$ cat src/rtl/i2c_seq_pkg.sv
package i2c_seq_pkg;
  localparam int LW_DIR  = 16;
  localparam int LW_STOP = 17;
  localparam int LW_RUN  = 31;
  localparam int AW_LSB  = 10;
  localparam int AW_MSB  = 16;

  typedef enum logic [2:0] {
    ST_IDLE, ST_START, ST_ADDR, ST_DATA, ST_STOP, ST_HOLD
  } seqState_e;

  typedef struct packed {
    logic phRun;
    logic phClr;
    logic bitClr;
    logic loadAddr;
    logic loadTx;
    logic loadCnt;
    logic decCnt;
  } dpCtl_t;
endpackage

$ cat src/rtl/seq_dp.sv
module seq_dp
  import i2c_seq_pkg::*;
#(
  parameter int CNT_W = 8
) (
  input  logic             clk,
  input  logic             rstN,
  input  logic             tick,
  input  dpCtl_t           ctl,
  input  logic [7:0]       addrByte,
  input  logic [7:0]       txData,
  input  logic [CNT_W-1:0] cntInit,
  input  logic             sdaIn,
  output logic [1:0]       phase,
  output logic [3:0]       bitIdx,
  output logic             shMsb,
  output logic             sampBit,
  output logic [CNT_W-1:0] cnt,
  output logic [7:0]       rxByte
);
  localparam logic [3:0] ACK_BIT = 4'd8;

  logic [7:0] shReg;
  logic       phEnd;
  logic       samp;

  assign phEnd  = ctl.phRun && tick && (phase == 2'd3);
  assign samp   = ctl.phRun && tick && (phase == 2'd2);
  assign shMsb  = shReg[7];
  assign rxByte = shReg;

  always_ff @(posedge clk or negedge rstN) begin
    if (!rstN) begin
      phase   <= '0;
      bitIdx  <= '0;
      shReg   <= '0;
      sampBit <= 1'b1;
      cnt     <= '0;
    end else begin
      if (ctl.phClr) phase <= '0;
      else if (ctl.phRun && tick) phase <= phase + 2'd1;

      if (ctl.bitClr) bitIdx <= '0;
      else if (phEnd) bitIdx <= (bitIdx == ACK_BIT) ? 4'd0 : bitIdx + 4'd1;

      if (samp) sampBit <= sdaIn;

      if (ctl.loadAddr) shReg <= addrByte;
      else if (ctl.loadTx) shReg <= txData;
      else if (phEnd && !ctl.bitClr && bitIdx < ACK_BIT) shReg <= {shReg[6:0], sampBit};

      if (ctl.loadCnt) cnt <= cntInit;
      else if (ctl.decCnt) cnt <= cnt - CNT_W'(1);
    end
  end
endmodule

$ cat src/rtl/seq_ctl.sv
module seq_ctl
  import i2c_seq_pkg::*;
#(
  parameter int CNT_W = 8
) (
  input  logic             clk,
  input  logic             rstN,
  input  logic             tick,
  input  logic             launchWr,
  input  logic             runBit,
  input  logic             dirBit,
  input  logic             stopBit,
  input  logic             statusRd,
  input  logic             sdaIn,
  input  logic [1:0]       phase,
  input  logic [3:0]       bitIdx,
  input  logic             shMsb,
  input  logic             sampBit,
  input  logic [CNT_W-1:0] cnt,
  output dpCtl_t           ctl,
  output logic             sclOe,
  output logic             sdaOe,
  output logic             txTake,
  output logic             rxValid,
  output logic             doneSet,
  output logic [31:0]      status
);
  localparam logic [3:0] ACK_BIT = 4'd8;

  seqState_e state;
  logic dirRd, stopAfter, fromHold;
  logic doneF, abortF, noAckF, noDevF;

  logic inByte, phRun, phEnd, samp, byteEnd, launchOk;
  logic releasing, arbLost, lastByte, addrLast, dataLast, nackAddr, nackData;

  assign inByte    = (state == ST_ADDR) || (state == ST_DATA);
  assign phRun     = inByte || (state == ST_START) || (state == ST_STOP);
  assign phEnd     = phRun && tick && (phase == 2'd3);
  assign samp      = phRun && tick && (phase == 2'd2);
  assign byteEnd   = inByte && phEnd && (bitIdx == ACK_BIT);
  assign launchOk  = launchWr && runBit && ((state == ST_IDLE) || (state == ST_HOLD));
  assign lastByte  = (cnt == CNT_W'(1));
  assign releasing = ((state == ST_ADDR) || (state == ST_DATA && !dirRd)) &&
                     (bitIdx < ACK_BIT) && shMsb;
  assign arbLost   = samp && releasing && !sdaIn;
  assign nackAddr  = byteEnd && (state == ST_ADDR) && sampBit;
  assign nackData  = byteEnd && (state == ST_DATA) && !dirRd && sampBit;
  assign addrLast  = byteEnd && (state == ST_ADDR) && !sampBit && (cnt == '0);
  assign dataLast  = byteEnd && (state == ST_DATA) && !nackData && lastByte;
  assign doneSet   = addrLast || dataLast;

  always_comb begin
    ctl          = '0;
    ctl.phRun    = phRun;
    ctl.phClr    = launchOk;
    ctl.bitClr   = !inByte;
    ctl.loadAddr = launchOk;
    ctl.loadCnt  = launchOk;
    ctl.decCnt   = byteEnd && (state == ST_DATA);
    ctl.loadTx   = byteEnd && !dirRd &&
                   (((state == ST_ADDR) && !nackAddr && (cnt != '0)) ||
                    ((state == ST_DATA) && !nackData && !lastByte));
  end

  assign txTake  = ctl.loadTx;
  assign rxValid = byteEnd && (state == ST_DATA) && dirRd;

  always_comb begin
    sclOe = 1'b0;
    sdaOe = 1'b0;
    unique case (state)
      ST_HOLD:  sclOe = 1'b1;
      ST_START: begin
        sclOe = ((phase == 2'd0) && fromHold) || (phase == 2'd3);
        sdaOe = phase[1];
      end
      ST_ADDR, ST_DATA: begin
        sclOe = (phase == 2'd0) || (phase == 2'd3);
        if (bitIdx == ACK_BIT) sdaOe = (state == ST_DATA) && dirRd && !lastByte;
        else sdaOe = ((state == ST_ADDR) || !dirRd) && !shMsb;
      end
      ST_STOP: begin
        sclOe = (phase == 2'd0);
        sdaOe = !phase[1];
      end
      default: ;
    endcase
  end

  always_ff @(posedge clk or negedge rstN) begin
    if (!rstN) begin
      state     <= ST_IDLE;
      dirRd     <= 1'b0;
      stopAfter <= 1'b0;
      fromHold  <= 1'b0;
      doneF     <= 1'b0;
      abortF    <= 1'b0;
      noAckF    <= 1'b0;
      noDevF    <= 1'b0;
    end else begin
      if (doneSet) doneF <= 1'b1;
      else if (statusRd) doneF <= 1'b0;

      if (launchOk) begin
        state     <= ST_START;
        dirRd     <= dirBit;
        stopAfter <= stopBit;
        fromHold  <= (state == ST_HOLD);
        abortF    <= 1'b0;
        noAckF    <= 1'b0;
        noDevF    <= 1'b0;
      end else if (arbLost) begin
        state  <= ST_IDLE;
        abortF <= 1'b1;
      end else if (nackAddr) begin
        state  <= ST_STOP;
        noDevF <= 1'b1;
      end else if (nackData) begin
        state  <= ST_STOP;
        noAckF <= 1'b1;
      end else if (doneSet) begin
        state <= stopAfter ? ST_STOP : ST_HOLD;
      end else if (phEnd) begin
        unique case (state)
          ST_START: state <= ST_ADDR;
          ST_ADDR:  if (bitIdx == ACK_BIT) state <= ST_DATA;
          ST_STOP:  state <= ST_IDLE;
          default:  ;
        endcase
      end
    end
  end

  assign status = {14'd0, (state != ST_IDLE), 1'b0, 11'd0, 1'b0,
                   noDevF, noAckF, abortF, doneF};
endmodule

$ cat src/rtl/i2c_auto_seq.sv
module i2c_auto_seq
  import i2c_seq_pkg::*;
#(
  parameter int CNT_W = 8
) (
  input  logic        clk,
  input  logic        rstN,
  input  logic        tick,
  input  logic        launchWr,
  input  logic [31:0] launchWord,
  input  logic [31:0] addrWord,
  input  logic        statusRd,
  output logic [31:0] status,
  input  logic [7:0]  txData,
  output logic        txTake,
  output logic [7:0]  rxData,
  output logic        rxValid,
  output logic        sclOe,
  output logic        sdaOe,
  input  logic        sdaIn
);
  dpCtl_t           ctlStb;
  logic [1:0]       phase;
  logic [3:0]       bitIdx;
  logic             shMsb, sampBit, doneSet;
  logic [CNT_W-1:0] cnt;
  logic             unusedBits;

  assign unusedBits = ^{launchWord[LW_RUN-1:LW_STOP+1], launchWord[LW_DIR-1:CNT_W],
                        addrWord[31:AW_MSB+1], addrWord[AW_LSB-1:0]};

  seq_dp #(.CNT_W(CNT_W)) u_dp (
    .clk(clk), .rstN(rstN), .tick(tick), .ctl(ctlStb),
    .addrByte({addrWord[AW_MSB:AW_LSB], launchWord[LW_DIR]}),
    .txData(txData), .cntInit(launchWord[CNT_W-1:0]), .sdaIn(sdaIn),
    .phase(phase), .bitIdx(bitIdx), .shMsb(shMsb), .sampBit(sampBit),
    .cnt(cnt), .rxByte(rxData)
  );

  seq_ctl #(.CNT_W(CNT_W)) u_ctl (
    .clk(clk), .rstN(rstN), .tick(tick), .launchWr(launchWr),
    .runBit(launchWord[LW_RUN]), .dirBit(launchWord[LW_DIR]),
    .stopBit(launchWord[LW_STOP]), .statusRd(statusRd), .sdaIn(sdaIn),
    .phase(phase), .bitIdx(bitIdx), .shMsb(shMsb), .sampBit(sampBit),
    .cnt(cnt), .ctl(ctlStb), .sclOe(sclOe), .sdaOe(sdaOe),
    .txTake(txTake), .rxValid(rxValid), .doneSet(doneSet), .status(status)
  );
endmodule

$ cat config.mk
export PLATFORM = sky130hd
export DESIGN_NAME = i2c_auto_seq
export DESIGN_NICKNAME = d
export VERILOG_FILES = /design/src/rtl/i2c_seq_pkg.sv /design/src/rtl/seq_dp.sv /design/src/rtl/seq_ctl.sv /design/src/rtl/i2c_auto_seq.sv
export SDC_FILE = /design/constraint.sdc
export NUM_CORES = 1
export LEC_CHECK = 0
export BUFFER_PORTS_ARGS = -buffer_cell sky130_fd_sc_hd__buf_2
export CORE_MARGIN = 3
export CORE_UTILIZATION = 45
export CTS_BUF_LIST = sky130_fd_sc_hd__clkbuf_16
export DETAILED_ROUTE_END_ITERATION = 8
export MAX_ROUTING_LAYER = met4
export PLACE_DENSITY_LB_ADDON = 0.05
export SYNTH_ARGS = -nofsm -noshare
export SYNTH_HDL_FRONTEND = slang
export SYNTH_SLANG_ARGS = --single-unit
$ cat constraint.sdc
create_clock -name clk -period 5.6 [get_ports clk]
set_input_delay 1.12 -clock clk [delete_from_list [all_inputs] [get_ports clk]]
set_output_delay 1.12 -clock clk [all_outputs]
set_load 0.01 [all_outputs]
== Yosys cells after proc, flatten, opt, wreduce, memory -nomap -nowiden ==
Index checks and enable logic that the tools add are counted.

* $add $sub $neg: 3
* Magnitude comparators: 1
* Equality and inequality tests: 13
* Mux-type cells: 33
* Reductions and logical operators: 69

{| class="wikitable"
|+ Operators with widths
! cell !! number
|-
| $mux W8 || 5
|-
| $logic_and A1 B1 Y1 || 33
|-
| $mux W3 || 7
|-
| $reduce_bool A8 Y1 || 2
|-
| $mux W1 || 13
|-
| $mux W4 || 3
|-
| $reduce_bool A2 Y1 || 6
|-
| $logic_or A1 B1 Y1 || 10
|-
| $pmux W3 S3 || 1
|-
| $eq A8 B1 Y1 const B || 1
|-
| $logic_not A1 Y1 || 8
|-
| $logic_not A8 Y1 || 1
|-
| $sub A8 B1 Y8 const B || 1
|-
| $ne A7 B3 Y1 const B || 1
|-
| $eq A3 B2 Y1 const B || 2
|-
| $eq A3 B3 Y1 const B || 2
|-
| $reduce_and A3 Y1 || 2
|-
| $reduce_bool A3 Y1 || 2
|-
| $reduce_bool A6 Y1 || 1
|-
| $add A4 B1 Y4 const B || 1
|-
| $eq A2 B2 Y1 const B || 2
|-
| $eq A4 B4 Y1 const B || 1
|-
| $lt A4 B4 Y1 const B || 1
|-
| $mux W2 || 2
|-
| other kinds (10) || 11
|}

* Register bits after elaboration: 33
* Input port bits: 78
* Output and inout port bits: 44
* Logic and storage cells: 132

== Longest topological paths before layout ==
* Word-level depth: 20
* Mapped depth: 8
* Depth with buffers taken out: 7

== By module ==
Synthesis repeated with hierarchy kept, for this count alone.

* Cells, all modules: 271
* Area total of the unflattened synthesis: 2333.5 µm²

{| class="wikitable"
|+ Modules (own cells, without submodules)
! module !! instances !! cells each !! area an instance (µm²) !! sequential area each (µm²)
|-
| seq_dp || 1 || 137 || 1256.2 || 576.8
|-
| seq_ctl || 1 || 134 || 1077.3 || 250.2
|}

== Least setup slack after synthesis ==
OpenSTA, ideal clock, no wires.

* Path kind: input -> output
* From: input port tick
* To: output port txTake
* Data arrival time: 1.912 ns
* Data required time: 4.480 ns
* Slack: 2.568 ns
* Cell stages on the path: 5
* Buffers on the path: 0
* Cells stage by stage: and2_1 nand4_2 and3_4 o21ai_4 inv_1

* Word-level cells in the longest chain between the ends: 12
* Elaborated cells on any way between the ends: 18
* Those cells by class: reduce/logical (18)

{| class="wikitable"
|+ RTL lines
! item !! line !! text
|-
| start: declaration || i2c_auto_seq.sv:8 || <nowiki>input logic tick,</nowiki>
|-
| $logic_and A1 B1 Y1 * (2 in a row) || seq_ctl.sv:39 || <nowiki>assign phEnd = phRun && tick && (phase == 2'd3);</nowiki>
|-
| $logic_and A1 B1 Y1 * (2 in a row) || seq_ctl.sv:41 || <nowiki>assign byteEnd = inByte && phEnd && (bitIdx == ACK_BIT);</nowiki>
|-
| $logic_and A1 B1 Y1 (3 in a row) || seq_ctl.sv:48 || <nowiki>assign nackData = byteEnd && (state == ST_DATA) && !dirRd && sampBit;</nowiki>
|-
| $logic_not A1 Y1 || seq_ctl.sv:63 || <nowiki>((state == ST_DATA) && !nackData && !lastByte));</nowiki>
|-
| $logic_and A1 B1 Y1 (2 in a row) || seq_ctl.sv:63 ||
|-
| $logic_or A1 B1 Y1 || seq_ctl.sv:62 || <nowiki>(((state == ST_ADDR) && !nackAddr && (cnt != '0)) ||</nowiki>
|-
| $logic_and A1 B1 Y1 * || seq_ctl.sv:61 || <nowiki>ctl.loadTx = byteEnd && !dirRd &&</nowiki>
|-
| end: declaration || i2c_auto_seq.sv:15 || <nowiki>output logic txTake,</nowiki>
|}

Mark *: on every way between the ends. The rest lies on a longest branch, timed or not.

== Final worst setup path ==
Same ends and word-level chain as after synthesis.

==> results.sh <==
export IMPL_status="complete, no violations"
export IMPL_p_switching_w=0.0004579
export IMPL_power_density_nw_per_um2=441.3
export IMPL_drive_gt1_share_pct=24.58
export IMPL_totalPowerFinal_w=0.001145
export IMPL_finalHoldViolCount=0
export IMPL_dp_hpwl_um=3565
export IMPL_hold_buffers=0
export IMPL_crit_buf_inv=3
export IMPL_seqCellArea_um2=827.0
export IMPL_synth_top_family_by_area="simple AND/OR/NAND/NOR gates"
export IMPL_cts_buffers=5
export IMPL_avgSynthCellArea_um2=9.061
export IMPL_first_pass_iters=4
export IMPL_hold_path_class="reg -> reg"
export IMPL_antenna_found_initial=0
export IMPL_post_place_ws_ns=1.967
export IMPL_cts_resized=0
export IMPL_synthMuxAreaShare_pct=3.614
export IMPL_synth_seq_cells=33
export IMPL_first_iter_violations=84
export IMPL_crit_required_ns=4.48
export IMPL_max_slew_margin_rel_pct=49.94
export IMPL_cpMostUsedCell="buf_2"
export IMPL_area_growth_synth_to_final_pct=11.87
export IMPL_htreeDepth=2
export IMPL_clockBufferDepth=2
export IMPL_cp_end_kind="output port"
export IMPL_synth_cell_type_count=50
export IMPL_synth_xor_area_share_pct=3.398
export IMPL_cts_sink_count=33
export IMPL_die_h_um=77.80
export IMPL_peakVddDrop_mv=0.1925
export IMPL_die_w_um=77.80
export IMPL_yosys_area_share_adder_pct=3.776
export IMPL_coreArea_um2=4848
export IMPL_fin_skew_ns=0.002916
export IMPL_worstSetupPathType="in -> out"
export IMPL_multi_input_area_um2=1229
export IMPL_fill_cells=476
export IMPL_grt_pass1_wl_um=8576
export IMPL_internal_power_w=0.0006872
export IMPL_period_needed_ns=3.621
export IMPL_fin_crit_sh_pct=64.67
export IMPL_cts_tree="yes"
export IMPL_ant_nets=0
export IMPL_path_clk_slew_ns=0.05
export IMPL_seq_area_frac_synth_pct=35.65
export IMPL_setup_ws_ns=1.979
export IMPL_utilization_pct=53.52
export IMPL_die_area_um2=6052
export IMPL_cpPeakStageDelay_ns=0.47
export IMPL_finalWirelength_um=4911
export IMPL_path_cells="buf_2 -> nand4b_4 -> nor3_4 -> and3_1 -> o21ai_4 -> inv_1 -> buf_2"
export IMPL_crit_family="simple AND/OR/NAND/NOR gates"
export IMPL_rsz0062_at_grt="no"
export IMPL_clock_root_buffer="clkbuf_16"
export IMPL_max_freq_mhz=276.1
export IMPL_diodes=0
export IMPL_critPathMaxFanout=12
export IMPL_grtUsageTotal_pct=18.15
export IMPL_start_kind="input pin"
export IMPL_dpl_instance_area_um2=2459
export IMPL_io_buffer_count=48
export IMPL_drt_wirelength_per_cell_um=13.49
export IMPL_setup_viol=0
export IMPL_critPathArrivalTime_ns=2.50
export IMPL_postSynthCellCount=256
export IMPL_final_area_um2=2595
export IMPL_via_count=1869
export IMPL_power_share_clock_pct=22.3
export IMPL_worst_skew_pair_late_latency_ns=0.27
export IMPL_grt_pass1_vias=1863
export IMPL_worst_pin_slew_ns=0.7509
export IMPL_max_cap_viol_count=0
export IMPL_grt_max_degree=36
export IMPL_overflow=0
export IMPL_drt_vias_per_instance=5.135
export IMPL_synth_simple_area_share_pct=23.30
export IMPL_netlist_area_um2=2320
export IMPL_leakagePower_nw=1.274
export IMPL_start_util_pct=47.85
export IMPL_gp_congestion=0.7474
export IMPL_tns_ns=0
export IMPL_yosys_warnings=0
export IMPL_synth_compound_area_share_pct=14.24
export IMPL_rrSetupSlack_ns=3.40
export IMPL_nets=381
export IMPL_slew_viol_final=0
export IMPL_num_rows=25
export IMPL_drc=0
export IMPL_slowest_stage="nor3_4"
export IMPL_postCtsSetupBuffers=0
export IMPL_p_comb_share_pct=38.9
export IMPL_switching_share_pct=39.99
export IMPL_pwr_share_seq_pct=38.8
export IMPL_ios=122
-- registers in the layout, indices dropped and copies added (netlist names) --
register / count
u_dp.sampBit: 1
u_ctl.fromHold: 1
u_ctl.dirRd: 1
u_ctl.doneF: 1
u_ctl.stopAfter: 1
u_dp.bitIdx: 4
u_ctl.state: 3
u_dp.phase: 2
u_ctl.abortF: 1
u_ctl.noAckF: 1
u_dp.cnt: 8
u_dp.rxByte: 8
u_ctl.noDevF: 1
-- cell type report --
cell class	count	area share, %
Clock buffer	5	4.822
Tap cell	67	3.230
Inverter	19	2.748
Clock inverter	3	0.4339
Timing Repair Buffer	49	9.547
Multi-Input combinational cell	188	47.35
Sequential cell	33	31.87
-- worst register-to-register path, cell delays in order (launching register included) --
cell and delay [ns]:
dfrtp_1 0.42, inv_1 0.08, ha_1 0.21, nand3b_1 0.27
nor3_4 0.48, and3_1 0.28, o21ai_4 0.11, o211a_1 0.24
-- per-layer routing --
layer	GRT usage (%)	wire length (um)
met3	3.596	303
met2	30.05	2385
met4	5.872	68
met5	-	0
met1	22.23	2153
-- worst paths after layout --
path / depth (start not counted) / from / end
max: 7 / tick / txTake
min: 2 / u_ctl.abortF / u_ctl.abortF
max reg2reg: 7 / u_dp.bitIdx[0] / u_dp.rxByte[0]
min reg2reg: 2 / u_ctl.abortF / u_ctl.abortF
max in group asynchronous: 1 / rstN / u_dp.cnt[6]
min in group asynchronous: 1 / rstN / u_dp.bitIdx[0]
-- power by group through the flow --
stage               Clock (W)  Sequential [W]  Combinational [W]
finish               0.000256        0.000444           0.000445
global route         0.000271        0.000462           0.000512
CTS                  0.000262        0.000445           0.000452
detailed placement          0        0.000447           0.000450
global placement            0        0.000447           0.000444
floorplan                   0        0.000413           0.000374
-- cells by family after synthesis --
| kind of cell | after synthesis |
|---|---|
| AOI/OAI and AO/OA | 48 |
| muxes | 8 |
| DFF | 33 |
| other | 1 |
| buffers and inverters | 61 |
| and+or+nand+nor | 89 |
| adders and majority gates | 7 |
| xor gates and xnor gates | 9 |
-- through the flow --
stage          instances  hold WS [ns]
6_report             364        0.4936
5_1_grt              364        0.5284
4_1_cts              364        0.4990
3_5_place_dp         356        0.4870
3_3_place_gp         356        0.4824
2_1_floorplan        282        0.4610
-- cells in the mapped netlist (all sizes together) --
cell type  number  area, um2
a32o            1      10.01
mux2i           5      50.05
clkbuf          4      15.01
and2            2      12.51
ha              7      87.58
o311ai          1      8.760
a31oi           3      18.77
conb            1      3.750
o211a           1      10.01
dfstp           1      26.28
buf            38      281.5
a21o            1      7.510
o21ai          13      80.08
xor2            6      52.55
o22a            1      8.760
and3            3      23.77
dfrtp          32      800.8
o22ai           1      6.260
nor4            3      40.04
o211ai          8      60.06
o31ai           1      7.510
nand2          14      52.55
nand4          13      100.1
xnor2           3      26.28
a211oi          2      15.01
a22oi           9      67.56
nor3            8      61.31
a21oi           6      30.03
inv            19      71.32
nand2b          2      12.51
nand3           7      40.04
nor2           28      110.1
nand4b          5      58.80
or3             1      6.260
nand3b          3      22.52
mux2            3      33.78
-- cell usage in the layout, fill, tap and decap left out, types with 6 or more instances in the layout --
cell type and instances:
inv_1 21, nand3_1 6, xor2_1 6, dfrtp_1 32
a22oi_1 9, nor2_1 26, nand4_1 10, buf_2 48
conb_1 27, ha_1 7, o211ai_1 8, nand2_1 14
o21ai_0 6, a21oi_1 6
Power figures use the tool's default switching activity.
